`config.mk`:
```
export PLATFORM = sky130hd
export DESIGN_NAME = trio_out_buffer
export DESIGN_NICKNAME = d
export VERILOG_FILES = /design/src/rtl/trio_out_pkg.sv /design/src/rtl/trio_shift.sv /design/src/rtl/trio_compare.sv /design/src/rtl/trio_pick.sv /design/src/rtl/trio_out_buffer.sv
export SDC_FILE = /design/constraint.sdc
export NUM_CORES = 1
export LEC_CHECK = 0
export ABC_AREA = 1
export BUFFER_PORTS_ARGS = -buffer_cell sky130_fd_sc_hd__buf_2
export CELL_PAD_IN_SITES_DETAIL_PLACEMENT = 1
export CELL_PAD_IN_SITES_GLOBAL_PLACEMENT = 1
export CORE_ASPECT_RATIO = 1.4
export CORE_UTILIZATION = 42
export CTS_BUF_LIST = sky130_fd_sc_hd__clkbuf_4
export CTS_CLUSTER_DIAMETER = 200
export CTS_CLUSTER_SIZE = 25
export DETAILED_ROUTE_END_ITERATION = 6
export PLACE_DENSITY = 0.91
export SETUP_SLACK_MARGIN = 0.2
export SYNTH_ARGS = -nofsm -noshare
export SYNTH_HDL_FRONTEND = slang
export SYNTH_SLANG_ARGS = --single-unit
export TNS_END_PERCENT = 20
```
`constraint.sdc`:
```
create_clock -name clk -period 2.25 [get_ports clk]
set_input_delay 0.225 -clock clk [delete_from_list [all_inputs] [get_ports clk]]
set_output_delay 0.225 -clock clk [all_outputs]
set_load 0.05 [all_outputs]
```
`src/rtl/trio_out_pkg.sv`:
```
package trio_out_pkg;

    // Which stage of a storage chain a lane presents
    typedef enum logic [1:0] {
        PICK_MID,
        PICK_OLD,
        PICK_NEW
    } pick_e;

    // Recovery tracker states
    typedef enum logic {
        TRACK_RUN,
        TRACK_ROLL
    } track_e;

endpackage

```
`src/rtl/trio_shift.sv`:
```
module trio_shift #(
    parameter int              W     = 8,
    parameter int              DEPTH = 3,
    parameter logic [W-1:0]    INIT  = '0
) (
    input  logic                       clk,
    input  logic                       rst_n,
    input  logic                       en,
    input  logic [W-1:0]               din,
    output logic [DEPTH-1:0][W-1:0]    taps
);

    logic [W-1:0] stg [DEPTH];

    always_ff @(posedge clk or negedge rst_n) begin
        if (!rst_n) begin
            for (int k = 0; k < DEPTH; k++) stg[k] <= INIT;
        end else if (en) begin
            stg[0] <= din;
            for (int k = 1; k < DEPTH; k++) stg[k] <= stg[k-1];
        end
    end

    for (genvar g = 0; g < DEPTH; g++) begin : g_tap
        assign taps[g] = stg[g];
    end

endmodule

```
`src/rtl/trio_compare.sv`:
```
module trio_compare #(
    parameter int W = 8
) (
    input  logic [W-1:0] lhs,
    input  logic [W-1:0] rhs,
    output logic         neq
);

    assign neq = |(lhs ^ rhs);

endmodule

```
`src/rtl/trio_pick.sv`:
```
module trio_pick #(
    parameter int W = 8
) (
    input  trio_out_pkg::pick_e sel,
    input  logic [W-1:0]        newest,
    input  logic [W-1:0]        middle,
    input  logic [W-1:0]        oldest,
    output logic [W-1:0]        y
);
    import trio_out_pkg::*;

    always_comb begin
        y = middle;
        unique case (sel)
            PICK_NEW: y = newest;
            PICK_MID: y = middle;
            PICK_OLD: y = oldest;
            default:  y = middle;
        endcase
    end

endmodule

```
`src/rtl/trio_out_buffer.sv`:
```
module trio_out_buffer #(
    parameter int           W    = 8,
    parameter logic [W-1:0] INIT = '0
) (
    input  logic         clk,
    input  logic         rst_n,
    input  logic [W-1:0] comb_out,
    input  logic         save,
    input  logic         roll_back,
    input  logic         subst_en,
    output logic [W-1:0] out_a,
    output logic [W-1:0] out_b,
    output logic [W-1:0] out_c,
    output logic         mismatch
);
    import trio_out_pkg::*;

    localparam int O_DEPTH = 3;
    localparam int P_DEPTH = 2;

    logic [O_DEPTH-1:0][W-1:0] o_taps;
    logic [P_DEPTH-1:0][W-1:0] p_taps;
    track_e                    st_q, st_d;
    pick_e                     sel_a, sel_b, sel_c;

    // Free-running chain: o, o', o''
    trio_shift #(.W(W), .DEPTH(O_DEPTH), .INIT(INIT)) u_ochain (
        .clk  (clk),
        .rst_n(rst_n),
        .en   (1'b1),
        .din  (comb_out),
        .taps (o_taps)
    );

    // Isolated chain p, p' loaded only in detection-side cycles
    trio_shift #(.W(W), .DEPTH(P_DEPTH), .INIT(INIT)) u_pchain (
        .clk  (clk),
        .rst_n(rst_n),
        .en   (~save),
        .din  (comb_out),
        .taps (p_taps)
    );

    trio_compare #(.W(W)) u_cmp (
        .lhs(o_taps[0]),
        .rhs(o_taps[1]),
        .neq(mismatch)
    );

    // Tracker next state
    always_comb begin
        st_d = roll_back ? TRACK_ROLL : TRACK_RUN;
    end

    // Tracker register
    always_ff @(posedge clk or negedge rst_n) begin
        if (!rst_n) st_q <= TRACK_RUN;
        else        st_q <= st_d;
    end

    // Lane selects: each lane decodes its own subset of the controls
    always_comb begin
        sel_a = PICK_MID;
        sel_b = PICK_MID;
        sel_c = PICK_OLD;
        if (subst_en) sel_a = save ? PICK_OLD : PICK_NEW;
        if (subst_en && !save) sel_b = PICK_NEW;
        unique case (st_q)
            TRACK_RUN: begin
                if (roll_back && !save) sel_c = PICK_NEW;
            end
            TRACK_ROLL: begin
                if (roll_back && !save)      sel_c = PICK_NEW;
                else if (!roll_back && save) sel_c = PICK_MID;
            end
            default: sel_c = PICK_OLD;
        endcase
    end

    trio_pick #(.W(W)) u_pick_a (
        .sel(sel_a), .newest(o_taps[0]), .middle(o_taps[1]), .oldest(o_taps[2]), .y(out_a)
    );

    trio_pick #(.W(W)) u_pick_b (
        .sel(sel_b), .newest(p_taps[0]), .middle(p_taps[1]), .oldest(p_taps[1]), .y(out_b)
    );

    trio_pick #(.W(W)) u_pick_c (
        .sel(sel_c), .newest(o_taps[0]), .middle(o_taps[1]), .oldest(o_taps[2]), .y(out_c)
    );

endmodule

```
# Yosys cells after proc, flatten, opt, wreduce, memory -nomap -nowiden

Cells that the tools add are included.

Register bits after elaboration: 41
Latch bits: 0
Memory bits (writable): 0
Bits in read-only memories: 0
Memories kept: 0

Add/subtract/negate cells: 0
Multipliers: 0
Divide/modulo/power cells: 0
Order comparisons: 0
Equality and inequality tests: 5
Shifts and indexed selects: 0
Muxes and demuxes: 11
Bitwise gates (word level): 2
Reductions and logical operators: 6

Operators with widths:

| kind                                          | count |
|---|---|
| case mux 8 bit (2 select lines)               | 2 |
| two-way mux 2 bit                             | 5 |
| two-way mux 8 bit                             | 1 |
| OR reduction 8 bit                            | 1 |
| bitwise XOR 8 bit                             | 1 |
| == test 2 bit, second input constant          | 3 |
| == test 2 x 1 -> 1 bit, second input constant | 2 |
| case mux 2 bit (2 select lines)               | 1 |
| logical AND 1 bit                             | 3 |
| zero test 1 bit                               | 2 |
| two-way mux 1 bit                             | 2 |
| NOT 1 bit                                     | 1 |

# Depth between registers and ports, before layout

Depth after elaboration: 7
Depth in mapped cells: 11
Mapped depth without buffers: 8

# Modules after synthesis

A second synthesis with hierarchy kept.

Cells, all modules: 377
Area total of the unflattened synthesis: 2593.7 um^2

By module, submodules not included:

| module                 | times used | cells each | area an instance (um^2) |
|---|---|---|---|
| trio_shift at u_ochain | 1          | 102        | 977.2 |
| trio_pick              | 3          | 56         | 242.7 |
| trio_shift at u_pchain | 1          | 68         | 676.9 |
| trio_compare           | 1          | 27         | 126.4 |
| trio_out_buffer        | 1          | 12         | 85.1 |

# Least setup slack after synthesis

Ideal clock, no wire load.

Kind: input -> output
Start: input save
End: output out_c[6]
Data arrival time: 2419 ps
Data required time: 2025 ps
Slack: -394 ps
Stages on the path: 9
Cell sequence: buf_6 > inv_4 > buf_2 > ha_1 > o21ai_0 > ha_1 > clkbuf_2 > buf_4 > a22oi_1

Cells in the longest elaborated chain, start to end: 6
Elaborated cells between the ends (all ways): 10

RTL lines:

| item                                                           | RTL line                                                            | text |
|---|---|---|
| start: declaration                                             | trio_out_buffer.sv:8                                                | `input logic save,` |
| logical AND 1 bit / zero test 1 bit (equally long branches)    | trio_out_buffer.sv:74, trio_out_buffer.sv:70, trio_out_buffer.sv:73 |  |
| two-way mux 1 bit / logical AND 1 bit (equally long branches)  | trio_out_buffer.sv:74, trio_out_buffer.sv:70, trio_out_buffer.sv:73 |  |
| two-way mux 2 bit (on tied branches)                           | trio_out_buffer.sv:73, trio_out_buffer.sv:70                        |  |
| case mux 2 bit (2 select lines) (*)                            | trio_out_buffer.sv:68                                               | `unique case (st_q)` |
| == test 2 x 1 -> 1 bit / == test 2 bit (equally long branches) | trio_pick.sv:14                                                     | `unique case (sel)` |
| case mux 8 bit (2 select lines) (*)                            | trio_pick.sv:14                                                     |  |
| end: declaration                                               | trio_out_buffer.sv:13                                               | `output logic [W-1:0] out_c,` |

Every way passes the cells marked *; elsewhere a longest branch is shown, timed or not.

# Worst setup path in the final report

Start: register st_q
End: output out_c[1]

Cells in the longest elaborated chain, start to end: 4
Elaborated cells between the ends (all ways): 5

RTL lines:

| item                                                           | RTL line              | text |
|---|---|---|
| start: declaration                                             | trio_out_buffer.sv:23 | `track_e st_q, st_d;` |
| start signal: assignment                                       | trio_out_buffer.sv:58 | `else st_q <= st_d;` |
| NOT 1 bit                                                      | --                    |  |
| case mux 2 bit (2 select lines) (*)                            | trio_out_buffer.sv:68 |  |
| == test 2 x 1 -> 1 bit / == test 2 bit (equally long branches) | trio_pick.sv:14       |  |
| case mux 8 bit (2 select lines) (*)                            | trio_pick.sv:14       |  |

Marked as above.

==> impl_metrics.toml <==
[clocking]
path_clk_slew_ps = 120
cts_sinks = 41
clk_latency_ps = 350
cts_tree = "done"
htreeDepth = 2
post_cts_buffers = 0
clockBufferDepth = 2
cts_root_buf = "clkbuf_4"
cts_inserted_buffers = 5

[route]
drc = 3
first_pass_iters = 6
vias = 1538
via_per_inst = 5.340
drt_iter0_drc = 83
wl_met1_um = 2016
top_layer = "met4"
avgRoutedWirePerCell_um = 16.12
drt_wl_total_um = 4643
wl_met2_um = 2458
ant_nets = 0
routed-wl-met3_um = 99

[grt]
grt_max_degree = 42
grt_usage = 0.2112
grt_pass1_wl_um = 7334
grt-ovfl-total = 0
antenna_found_initial = 0
grt_pass1_vias = 1483

[pwr]
p_per_area_nw_per_um2 = 761.6
p_seq_frac = 0.455
switching_power_w = 0.0006616
p_comb_frac = 0.330
p_sw_frac = 0.3652
p_int_w = 0.001150
clkPwrFrac = 0.215
power_w = 0.001811
ir_drop_v = 0.0003902
p_leak_nw = 1.125

[layout]
antenna_cells = 0
fin_util = 0.5658
nNetsFinal = 258
drive_above_1_share = 0.3333
fin_cells = 288
area_delta_synth_final_pct = 29.41
seqCellArea_um2 = 1026
num-fill-cells = 478
multi_input_area_um2 = 765.7

[timing]
fmax_ghz = 0.5001
whs_ps = -12.05
finalCriticalPeriod_ps = 1999
drv_slew = 0
hold_viol_final = 9
fin_skew_ps = 12.92
rsz0062_at_grt = "yes"
fin_crit_sh = 0.8886
timing.slew.headroom = 0.3938
tns_ps = 0
setup_viol = 0
worstMarginPinSlew_ps = 909.3

[floorplanning]
die_w_um = 57.91
num_io_pins = 38
die_y_um = 80.28
core_um2 = 4204
initial_core_util = 0.4372
num_rows = 28
design.die.area_um2 = 4649

[setup_path]
max_stage_delay_ps = 400
cpLargestDelayFamily = "buffers and inverters"
path_depth = 7
critical_path_class = "register to primary output"
crit_path_end_kind = "primary output"
crit_fanout = 8
worstPathRequired_ps = 2030
critPathBufInv = 3
worstPathArrival_ps = 1770
worstPathCellList = "inv_2 > nand2_1 > o21ai_2 > ha_4 > buf_12 > a22oi_2 > buf_6"
critPathSlowestCell = "dfrtp_1"
start_kind = "register"
rr_worst_depth = 2
r2r_setup_slack_ps = 1510

[yosys]
syn_inst = 196
synth_cell_types = 22
ys_ff_latch = 41
synth_edf_count = 0
netlist_top_cells_count = "nand2_1, dfrtp_1, inv_1, o21ai_0"
yosys-top-cells-area = "dfrtp_1, nand2_1, o21ai_0"
synth_top_area_cell = "dfrtp_1"
yosysWarnings = 0
async_flop_share = 1.000
syn_nets = 212
postSynthAreaPerCell_um2 = 9.378
ys.flop_type = "dfrtp_1"
synth_seq_area_share = 0.5582
synth_area_um2 = 1838
synth_top_area_frac = 0.5582
yosysMostFrequentCell = "nand2_1"

[placement]
place_congestion = 0.7639
place_hpwl_um = 3002
dp.cells = 271
numPortBuffers = 37

[run_status]
outcome = "finished, violations left"
violations = "design-rule violations, negative hold slack"

[min_path]
hold_class = "primary input to async pin"

[flow_run]
timing.max_cap.violations = 0
==> through the flow <==
step	worst slack, ps	cell area, µm²	hold WS (ps)
5_1_grt	161.8	2379	32.30
3_5_place_dp	339.6	2112	356.9
3_3_place_gp	359.8	2112	349.2
2_1_floorplan	141.9	1927	-70.59
6_report	250.6	2379	-12.05
4_1_cts	180.3	2307	10.69
==> state kept, by name, summed over array words and instances (netlist names) <==
signal,flops
u_ochain.taps,24
u_pchain.taps,16
st_q,1
==> cells in the final DEF (no fill, tap or decap) <==
cell,instances
a21oi_2,8
a22oi_2,8
buf_12,1
buf_2,29
buf_4,2
buf_6,8
clkbuf_16,1
clkbuf_4,8
dfrtp_1,41
dlygate4sd3_1,8
ha_4,3
inv_1,21
inv_2,2
inv_6,1
nand2_1,56
nand2_4,1
nand3_1,5
nor2_1,2
o211ai_1,5
o21ai_0,16
o21ai_2,9
o221ai_1,3
xnor2_1,5
==> kinds of logic after synthesis <==
kind of cell | synth area share
buffers and inverters | 0.08576
AND/OR/NAND/NOR | 0.1382
adder cells (fa/ha/maj) | 0.02042
XOR/XNOR | 0.02382
AO/OA/AOI/OAI | 0.1736
flip-flops | 0.5582
==> cell type report <==
type | count | area share
clock buffer | 8 | 0.02525
inverter | 24 | 0.03998
timing repair buffer | 49 | 0.1578
sequential | 41 | 0.4314
multi-input combinational | 121 | 0.3219
tap | 45 | 0.02367
==> final timing paths <==
| kind | start | end |
|---|---|---|
| min in group clk | roll_back | st_q |
| max reg2reg | u_pchain.taps[0] | u_pchain.taps[0] |
| min | rst_n | u_ochain.taps[17] |
| max | st_q | out_c[1] |
| max in group asynchronous | rst_n | u_pchain.taps[2] |
| min reg2reg | u_ochain.taps[12] | u_ochain.taps[20] |
==> power groups by stage <==
stage / logic [W] / registers (W) / clock network, W
global route: 0.000640 / 0.000829 / 0.000423
finish: 0.000598 / 0.000824 / 0.000389
floorplan: 0.000404 / 0.000826 / 0
detailed placement: 0.000513 / 0.000836 / 0
global placement: 0.000505 / 0.000831 / 0
CTS: 0.000564 / 0.000822 / 0.000409
==> worst reg2reg max path, stage by stage, from the launching register on <==
cell and delay (ps):
dfrtp_1 400, inv_1 110, o21ai_0 110
==> per-layer routing <==
metal | up-vias | track usage
li1 | 726 | -
met1 | 776 | 0.2809
met2 | 30 | 0.3448
met3 | 6 | 0.03382
met4 | 0 | 0.07857
met5 | - | 0
==> what timing repair did <==
| action | in CTS | in global routing |
|---|---|---|
| gates cloned | 0 | 1 |
| hold buffers | 8 | 0 |
| hold endpoints to repair | 8 | 0 |
| gates resized for setup | 18 | 10 |
| pin swaps | 0 | 2 |
| endpoints found under the setup margin | 8 | 8 |
Note: power is estimated with default switching activity, not from simulation.
